<file path="src/rtl/ipf_pkg.sv">
package ipf_pkg;

  // Strobes from the burst controller to the datapath
  typedef struct packed {
    logic loadBase;   // capture trigger address, first candidate
    logic advance;    // step candidate by one block
    logic cutBurst;   // burst ended at a page boundary
    logic issue;      // candidate handed over this cycle
    logic fwdStride;  // forward access to the stride path
  } ipf_strobe_t;

endpackage

</file>
<file path="src/rtl/ipf_cfg_regs.sv">
module ipf_cfg_regs #(
  parameter int LAT_W   = 8,
  parameter int LAT_RST = 12
) (
  input  logic             clk,
  input  logic             rstN,
  input  logic             cfgWe,
  input  logic             cfgInstTagged,
  input  logic             cfgPageStop,
  input  logic [LAT_W-1:0] cfgLatency,
  output logic             instTaggedQ,
  output logic             pageStopQ,
  output logic [LAT_W-1:0] latencyQ
);

  always_ff @(posedge clk) begin
    if (!rstN) begin
      instTaggedQ <= 1'b1;
      pageStopQ   <= 1'b1;
      latencyQ    <= LAT_W'(LAT_RST);
    end else if (cfgWe) begin
      instTaggedQ <= cfgInstTagged;
      pageStopQ   <= cfgPageStop;
      latencyQ    <= cfgLatency;
    end
  end

endmodule

</file>
<file path="src/rtl/ipf_ctrl.sv">
module ipf_ctrl
  import ipf_pkg::*;
#(
  parameter int DEGREE  = 4,
  parameter int MAX_CTX = 6,
  parameter int CTX_W   = 3,
  localparam int RW     = $clog2(DEGREE + 1)
) (
  input  logic             clk,
  input  logic             rstN,
  input  logic             accValid,
  input  logic             accIsInst,
  input  logic [CTX_W-1:0] accCtx,
  input  logic             instTagged,
  input  logic             pageStop,
  input  logic             crossing,
  input  logic             pfReady,
  output logic             accReady,
  output logic             pfValid,
  output logic             ctxError,
  output logic [RW-1:0]    remain,
  output ipf_strobe_t      strobe
);

  typedef enum logic {ST_IDLE, ST_BURST} state_t;

  state_t  stateQ, stateD;
  logic [RW-1:0] remainQ, remainD;
  logic    accept, ctxBad, startBurst, lastIssue;

  assign accReady   = (stateQ == ST_IDLE);
  assign accept     = accValid && accReady;
  assign ctxBad     = ({1'b0, accCtx} >= (CTX_W+1)'(MAX_CTX));
  assign startBurst = accept && !ctxBad && accIsInst && instTagged;

  always_comb begin
    strobe           = '0;
    pfValid          = 1'b0;
    stateD           = stateQ;
    remainD          = remainQ;
    lastIssue        = 1'b0;
    strobe.loadBase  = startBurst;
    strobe.fwdStride = accept && !ctxBad && !startBurst;
    if (startBurst) begin
      stateD  = ST_BURST;
      remainD = RW'(DEGREE);
    end
    if (stateQ == ST_BURST) begin
      if (pageStop && crossing) begin
        strobe.cutBurst = 1'b1;
        stateD          = ST_IDLE;
      end else begin
        pfValid = 1'b1;
        if (pfReady) begin
          strobe.issue   = 1'b1;
          strobe.advance = 1'b1;
          lastIssue      = (remainQ == RW'(1));
          remainD        = remainQ - RW'(1);
          if (lastIssue) stateD = ST_IDLE;
        end
      end
    end
  end

  assign remain = remainQ;

  always_ff @(posedge clk) begin
    if (!rstN) begin
      stateQ   <= ST_IDLE;
      remainQ  <= '0;
      ctxError <= 1'b0;
    end else begin
      stateQ   <= stateD;
      remainQ  <= remainD;
      ctxError <= accept && ctxBad;
    end
  end

endmodule

</file>
<file path="src/rtl/ipf_datapath.sv">
module ipf_datapath
  import ipf_pkg::*;
#(
  parameter int ADDR_W     = 32,
  parameter int BLK_BYTES  = 64,
  parameter int PAGE_BYTES = 4096,
  parameter int DEGREE     = 4,
  parameter int CTX_W      = 3,
  parameter int CNT_W      = 16,
  localparam int RW        = $clog2(DEGREE + 1),
  localparam int PG_SH     = $clog2(PAGE_BYTES)
) (
  input  logic              clk,
  input  logic              rstN,
  input  ipf_strobe_t       strobe,
  input  logic [RW-1:0]     remain,
  input  logic [ADDR_W-1:0] accAddr,
  input  logic              accIsInst,
  input  logic [CTX_W-1:0]  accCtx,
  output logic              crossing,
  output logic [ADDR_W-1:0] pfAddr,
  output logic              strideValid,
  output logic [ADDR_W-1:0] strideAddr,
  output logic [CTX_W-1:0]  strideCtx,
  output logic              strideIsInst,
  output logic [CNT_W-1:0]  spanCount,
  output logic [CNT_W-1:0]  issueCount
);

  localparam logic [ADDR_W-1:0] BLK_STEP = ADDR_W'(BLK_BYTES);

  logic [ADDR_W-1:0] baseQ, candQ;

  assign crossing = (candQ[ADDR_W-1:PG_SH] != baseQ[ADDR_W-1:PG_SH]);
  assign pfAddr   = candQ;

  always_ff @(posedge clk) begin
    if (!rstN) begin
      baseQ <= '0;
      candQ <= '0;
    end else if (strobe.loadBase) begin
      baseQ <= accAddr;
      candQ <= accAddr + BLK_STEP;
    end else if (strobe.advance) begin
      candQ <= candQ + BLK_STEP;
    end
  end

  always_ff @(posedge clk) begin
    if (!rstN) begin
      spanCount  <= '0;
      issueCount <= '0;
    end else begin
      if (strobe.cutBurst) spanCount  <= spanCount + CNT_W'(remain);
      if (strobe.issue)    issueCount <= issueCount + CNT_W'(1);
    end
  end

  always_ff @(posedge clk) begin
    if (!rstN) begin
      strideValid  <= 1'b0;
      strideAddr   <= '0;
      strideCtx    <= '0;
      strideIsInst <= 1'b0;
    end else begin
      strideValid <= strobe.fwdStride;
      if (strobe.fwdStride) begin
        strideAddr   <= accAddr;
        strideCtx    <= accCtx;
        strideIsInst <= accIsInst;
      end
    end
  end

endmodule

</file>
<file path="src/rtl/ifetch_burst_prefetcher.sv">
module ifetch_burst_prefetcher
  import ipf_pkg::*;
#(
  parameter int ADDR_W     = 32,
  parameter int BLK_BYTES  = 64,
  parameter int PAGE_BYTES = 4096,
  parameter int DEGREE     = 4,
  parameter int MAX_CTX    = 6,
  parameter int CTX_W      = 3,
  parameter int LAT_W      = 8,
  parameter int LAT_RST    = 12,
  parameter int CNT_W      = 16
) (
  input  logic              clk,
  input  logic              rstN,
  input  logic              cfgWe,
  input  logic              cfgInstTagged,
  input  logic              cfgPageStop,
  input  logic [LAT_W-1:0]  cfgLatency,
  input  logic              accValid,
  output logic              accReady,
  input  logic [ADDR_W-1:0] accAddr,
  input  logic              accIsInst,
  input  logic [CTX_W-1:0]  accCtx,
  output logic              pfValid,
  input  logic              pfReady,
  output logic [ADDR_W-1:0] pfAddr,
  output logic [LAT_W-1:0]  pfLatency,
  output logic              strideValid,
  output logic [ADDR_W-1:0] strideAddr,
  output logic [CTX_W-1:0]  strideCtx,
  output logic              strideIsInst,
  output logic              ctxError,
  output logic [CNT_W-1:0]  spanCount,
  output logic [CNT_W-1:0]  issueCount
);

  localparam int RW = $clog2(DEGREE + 1);

  ipf_strobe_t   strobe;
  logic [RW-1:0] remain;
  logic          crossing, instTaggedQ, pageStopQ;

  ipf_cfg_regs #(.LAT_W(LAT_W), .LAT_RST(LAT_RST)) u_cfg (
    .clk(clk), .rstN(rstN), .cfgWe(cfgWe), .cfgInstTagged(cfgInstTagged),
    .cfgPageStop(cfgPageStop), .cfgLatency(cfgLatency),
    .instTaggedQ(instTaggedQ), .pageStopQ(pageStopQ), .latencyQ(pfLatency)
  );

  ipf_ctrl #(.DEGREE(DEGREE), .MAX_CTX(MAX_CTX), .CTX_W(CTX_W)) u_ctrl (
    .clk(clk), .rstN(rstN), .accValid(accValid), .accIsInst(accIsInst),
    .accCtx(accCtx), .instTagged(instTaggedQ), .pageStop(pageStopQ),
    .crossing(crossing), .pfReady(pfReady), .accReady(accReady),
    .pfValid(pfValid), .ctxError(ctxError), .remain(remain), .strobe(strobe)
  );

  ipf_datapath #(
    .ADDR_W(ADDR_W), .BLK_BYTES(BLK_BYTES), .PAGE_BYTES(PAGE_BYTES),
    .DEGREE(DEGREE), .CTX_W(CTX_W), .CNT_W(CNT_W)
  ) u_dp (
    .clk(clk), .rstN(rstN), .strobe(strobe), .remain(remain),
    .accAddr(accAddr), .accIsInst(accIsInst), .accCtx(accCtx),
    .crossing(crossing), .pfAddr(pfAddr), .strideValid(strideValid),
    .strideAddr(strideAddr), .strideCtx(strideCtx), .strideIsInst(strideIsInst),
    .spanCount(spanCount), .issueCount(issueCount)
  );

endmodule

</file>
<file path="config.mk">
export PLATFORM = sky130hd
export DESIGN_NAME = ifetch_burst_prefetcher
export DESIGN_NICKNAME = d
export VERILOG_FILES = /design/src/rtl/ipf_pkg.sv /design/src/rtl/ipf_cfg_regs.sv /design/src/rtl/ipf_ctrl.sv /design/src/rtl/ipf_datapath.sv /design/src/rtl/ifetch_burst_prefetcher.sv
export SDC_FILE = /design/constraint.sdc
export NUM_CORES = 1
export LEC_CHECK = 0
export ABC_CLOCK_PERIOD_IN_PS = 4400
export BUFFER_PORTS_ARGS = -buffer_cell sky130_fd_sc_hd__buf_2
export CORE_UTILIZATION = 32
export DETAILED_ROUTE_END_ITERATION = 10
export GPL_ROUTABILITY_DRIVEN = 1
export SETUP_SLACK_MARGIN = 0.05
export SYNTH_ARGS = -nofsm -noshare
export SYNTH_HDL_FRONTEND = slang
export SYNTH_HIERARCHICAL = 1
export SYNTH_SLANG_ARGS = --single-unit
</file>
<file path="constraint.sdc">
create_clock -name clk -period 4.4 [get_ports clk]
set_clock_uncertainty 0.15 [all_clocks]
set_input_delay 0.22 -clock clk [delete_from_list [all_inputs] [get_ports clk]]
set_output_delay 0.22 -clock clk [all_outputs]
set_load 0.05 [all_outputs]
</file>
==> summary by stage <==
Route
The pre-antenna-repair detailed-routing pass consisted of 10 iterations. In the routed design, unresolved DRC markers number 1. The first routing iteration left about 320 violations. In this run the remaining antenna-violating nets after routing total 0.

In the routed layout, each cell is associated on average with a via count of around 4.9. The final layout contains routed wiring with a total length of between 15 and 20 mm. After detailed routing, the average wire length per cell comes to about 15 um.

The total number of vias is ~6000.

Global routing
The global-route met2 utilization is 0.299. The global routing stage identified its most utilized layer as met2. The via count of the first global-routing pass is around 5600.

The total grt overflow is 0. For this run, global-route usage on met3 was measured as 0.0404. The initial antenna violation count came to 0. The met1 routing resource usage after global routing is 0.220. The first-pass GRT wire length is roughly 30 mm. The global-route total usage across every layer is 0.176. Entering global routing, the biggest net connects 95 pins.

Min path
In this run the worst hold path is classified as in2reg.

Logic synthesis
The number of warnings printed during yosys synthesis is 6. The net count after synthesis is 788. The most used flip-flop cell after synthesis is sky130_fd_sc_hd__dfxtp_1. The mean instance size in the synthesized netlist is between 9 and 10 um^2. The portion of the post-synthesis area used by sequential elements is 0.413. The synthesized flop and latch total is around 140. The summed instance area of the synthesized netlist is between 6000 and 7000 um^2. The gate count of the mapped netlist is between 700 and 800. The netlist uses 62 different library cells. In this run, synthesis inferred 0 flip-flops with an integrated enable.

Counting flops with an async set or reset pin after synthesis yields a share of 0.

Finish
The repair_antennas step left the layout with diodes totalling 0. At the end of the flow, the number of nets in the layout was just under 1000. Leaving out fill and tap cells, the most frequent cell in the layout is sky130_fd_sc_hd__buf_2. The library cells used most frequently in the layout, excluding fill and tap cells, are sky130_fd_sc_hd__buf_2, sky130_fd_sc_hd__dfxtp_1, sky130_fd_sc_hd__nor2_1. The post-synthesis to final-layout area growth is 30.6%. The layout cell share with drive strength beyond 1 is 0.244.

STA
The number of endpoints with negative hold slack in the final report came to 0. The max-slew violation count is 0. Setup repair after global routing left no endpoint under its margin.

The aggregate negative setup slack is 0 ns. The total of endpoints with negative setup slack in the final report is 0. For this run, the top clock speed supported by timing is between 200 and 300 MHz. The pin slew with the least headroom to its limit is 1.08 ns. The worst slew margin relative to its limit is 0.279. The worst path in the final design needs a cycle of approximately 3.4 ns, including I/O delays and setup. Setup slack closes at 1.05 ns. Dividing the final minimum period by the clock period gives 0.762.

Setup path
In this design, the largest share of critical-path delay is due to simple AND/OR/NAND/NOR gates. In this run the number of cells on the critical path is 12. The startpoint of the worst register-to-register path is u_dp/pfAddr[21]$_SDFFE_PN0N_. STA puts the critical path data required time at 4.51 ns.

STA puts the critical path data arrival time at ~3.5 ns. The slowest stage of the critical path is the sky130_fd_sc_hd__nor4_1 cell. STA classifies the critical path startpoint as a flip-flop. In this run the worst path has a maximum fanout of 17. The signal on the critical path passes through xnor2_1, nand4_1, nor3_1, nand3_1, nand2_1, nand3_1, inv_2, nand4_1, nor4_1, nand3_1, xor2_1, nor2_1. The number of cells traversed by the worst register-to-register path is 12. The kind of capture point of the worst setup path is a flip-flop. Together, buffers and inverters on the worst path number 1. The critical register-to-register path endpoint is u_dp/issueCount[15]$_SDFFE_PN0P_. The critical path is of the reg2reg type.

The dominant cell type by count on the critical path is sky130_fd_sc_hd__nand3_1. Across all register-to-register paths, the minimum setup slack is ~1.0 ns. The biggest cell delay along the critical path is 0.60 ns.

The capture point of the critical path is u_dp/issueCount[15]$_SDFFE_PN0P_. The most critical setup path has its startpoint at u_dp/pfAddr[21]$_SDFFE_PN0N_.

Clock tree
The post-cts repair resize count is 0. CTS built an H-tree with a depth of 4. After clock tree synthesis, the clock-pin slew on the worst setup and hold paths is around 0.06 ns. After clock tree synthesis, the setup repair step added 0 buffers. The maximum buffer depth of the clock tree is 2. At the later pin of the worst-skew pair, clock insertion delay measures between 0.4 and 0.5 ns. TritonCTS created 17 clock buffers.

The clock drives 136 sinks. The post-cts hold buffer count is 43. The cell sitting at the root of the clock tree is a sky130_fd_sc_hd__clkbuf_16.

The clock tree from TritonCTS is done.

Floorplan
The effective utilization at floorplan is 0.326. The horizontal die dimension is 146 um. The die covers 21200 um^2.

The area inside the core boundary is between 20000 and 25000 um^2. For this design the top-level I/O count stands at about 160. The vertical die dimension is 146 um.

After floorplanning, the core was divided into 52 placement rows.

Pwr
Of the total power, registers draw 0.413. In this run the power spent charging and discharging nets is roughly 930 uW. For this design the ratio of total power to cell area is approximately 370 nW/um^2. The internal cell power is 2.28 mW. IR analysis of the VDD net gives a maximum drop of ~0.24 mV. The switching part of the total is 0.290.

The share of total power dissipated in the clock network is 0.439. The share of total power dissipated in combinational logic is 0.148. The reported leakage power is roughly 3.7 nW.

Placed design
The number of buffers added on ports is 162. The placed wire-length estimate after detailed placement is 12.7 mm. Timing analysis after detailed placement gives a worst setup slack of 1.05 ns.

The routability-driven placement congestion ratio is about 0.8.

Outcome
The flow ran to the end, but the final reports show violations. The checks that failed: DRC.

Job
The tool flagged a number of max-cap violations equal to 0.
## cell type report
| class | count | area, um^2 |
|---|---|---|
| Clock buffer | 17 | 425 |
| Clock inverter | 15 | 156 |
| Fill cell | 2013 | 11600 |
| Inverter | 12 | 46.3 |
| Multi-Input combinational cell | 539 | 3620 |
| Sequential cell | 136 | 2720 |
| Tap cell | 270 | 338 |
| Timing Repair Buffer | 214 | 1310 |
## how the worst min path moves through the flow
stage / slack [ns] / end / start / cells after the start
2_1_floorplan: 0.19 / u_ctrl/remain[1]$_SDFF_PN0_ / rstN / 1
3_3_place_gp: 0.29 / u_cfg/latencyQ[3]$_SDFFE_PN1P_ / cfgLatency[3] / 3
3_5_place_dp: 0.29 / u_cfg/pageStopQ$_SDFFE_PN1P_ / cfgPageStop / 3
4_1_cts: 0.01 / u_dp/strideAddr[12]$_SDFFE_PN0P_ / accAddr[12] / 3
5_1_grt: 0.01 / u_dp/strideAddr[12]$_SDFFE_PN0P_ / accAddr[12] / 3
6_report: 0.02 / u_dp/strideAddr[12]$_SDFFE_PN0P_ / accAddr[12] / 3
## metal layers
layer / up-vias / share of wire
li1: 2909 / -
met1: 2758 / 0.46
met2: 157 / 0.48
met3: 15 / 0.046
met4: 0 / 0.014
met5: - / 0
## through the flow
step / power [mW] / std cells / area [um^2] / hold WS, ns / util
6_report: 3.21 / 1203 / 8620 / 0.0197 / 0.426
2_1_floorplan: 1.67 / 729 / 6600 / 0.188 / -
5_1_grt: 3.34 / 1203 / 8620 / 0.0121 / 0.426
3_3_place_gp: 1.80 / 1128 / 7610 / 0.288 / 0.376
4_1_cts: 3.25 / 1203 / 8620 / 0.00966 / 0.426
3_5_place_dp: 1.80 / 1128 / 7610 / 0.292 / 0.376
## cells in the mapped netlist (all sizes together) (6+ instances only)
cell type	instances	area share
a211oi	10	0.011
a21boi	7	0.0085
a21oi	23	0.017
and2	8	0.0076
and3	9	0.0085
buf	22	0.023
clkbuf	20	0.011
dfxtp	136	0.41
ha	7	0.013
inv	11	0.0063
mux2i	70	0.11
nand2	56	0.032
nand3	40	0.031
nand3b	11	0.018
nand4	19	0.018
nor2	104	0.059
nor2b	10	0.0099
nor3	17	0.014
o21ai	12	0.0091
o22ai	6	0.0076
xnor2	50	0.066
xor2	29	0.038
## worst reg2reg max path: cells and delay by family, from the launching register on
family	cells	cell delay [ns]
buffers and inverters	1	0.30
and+or+nand+nor	9	1.89
xor gates and xnor gates	2	0.37
DFF	1	0.49
## power by group through the flow
stage,sequential (mW),clock (mW),combinational (mW)
after floorplan,1.48,0,0.191
after global placement,1.35,0,0.445
after detailed placement,1.35,0,0.447
after CTS,1.33,1.45,0.478
after global routing,1.33,1.50,0.508
final,1.33,1.41,0.476
## cell families (layout without fill, tap and decap cells)
group           Yosys count  count (layout)  synth area share
fa+ha+maj                 8               8            0.0163
compound gates           84              84            0.0880
simple gates            294             294             0.225
mux                      74              74             0.113
xor+xnor                 79              79             0.105
buf+inv                  54             258            0.0408
flops                   136             136             0.413
## flip-flops by register name, indices dropped and copies added, names as in the netlist
register           flops
u_dp/strideCtx         3
u_cfg/latencyQ         8
u_dp/spanCount        16
u_ctrl/stateQ          1
u_cfg/instTaggedQ      1
u_dp/strideIsInst      1
u_dp/strideAddr       32
u_ctrl/ctxError        1
u_dp/strideValid       1
u_ctrl/remain          3
u_dp/baseQ            20
u_cfg/pageStopQ        1
u_dp/issueCount       16
u_dp/pfAddr           32
No activity file was read; power rests on OpenSTA's default activity.
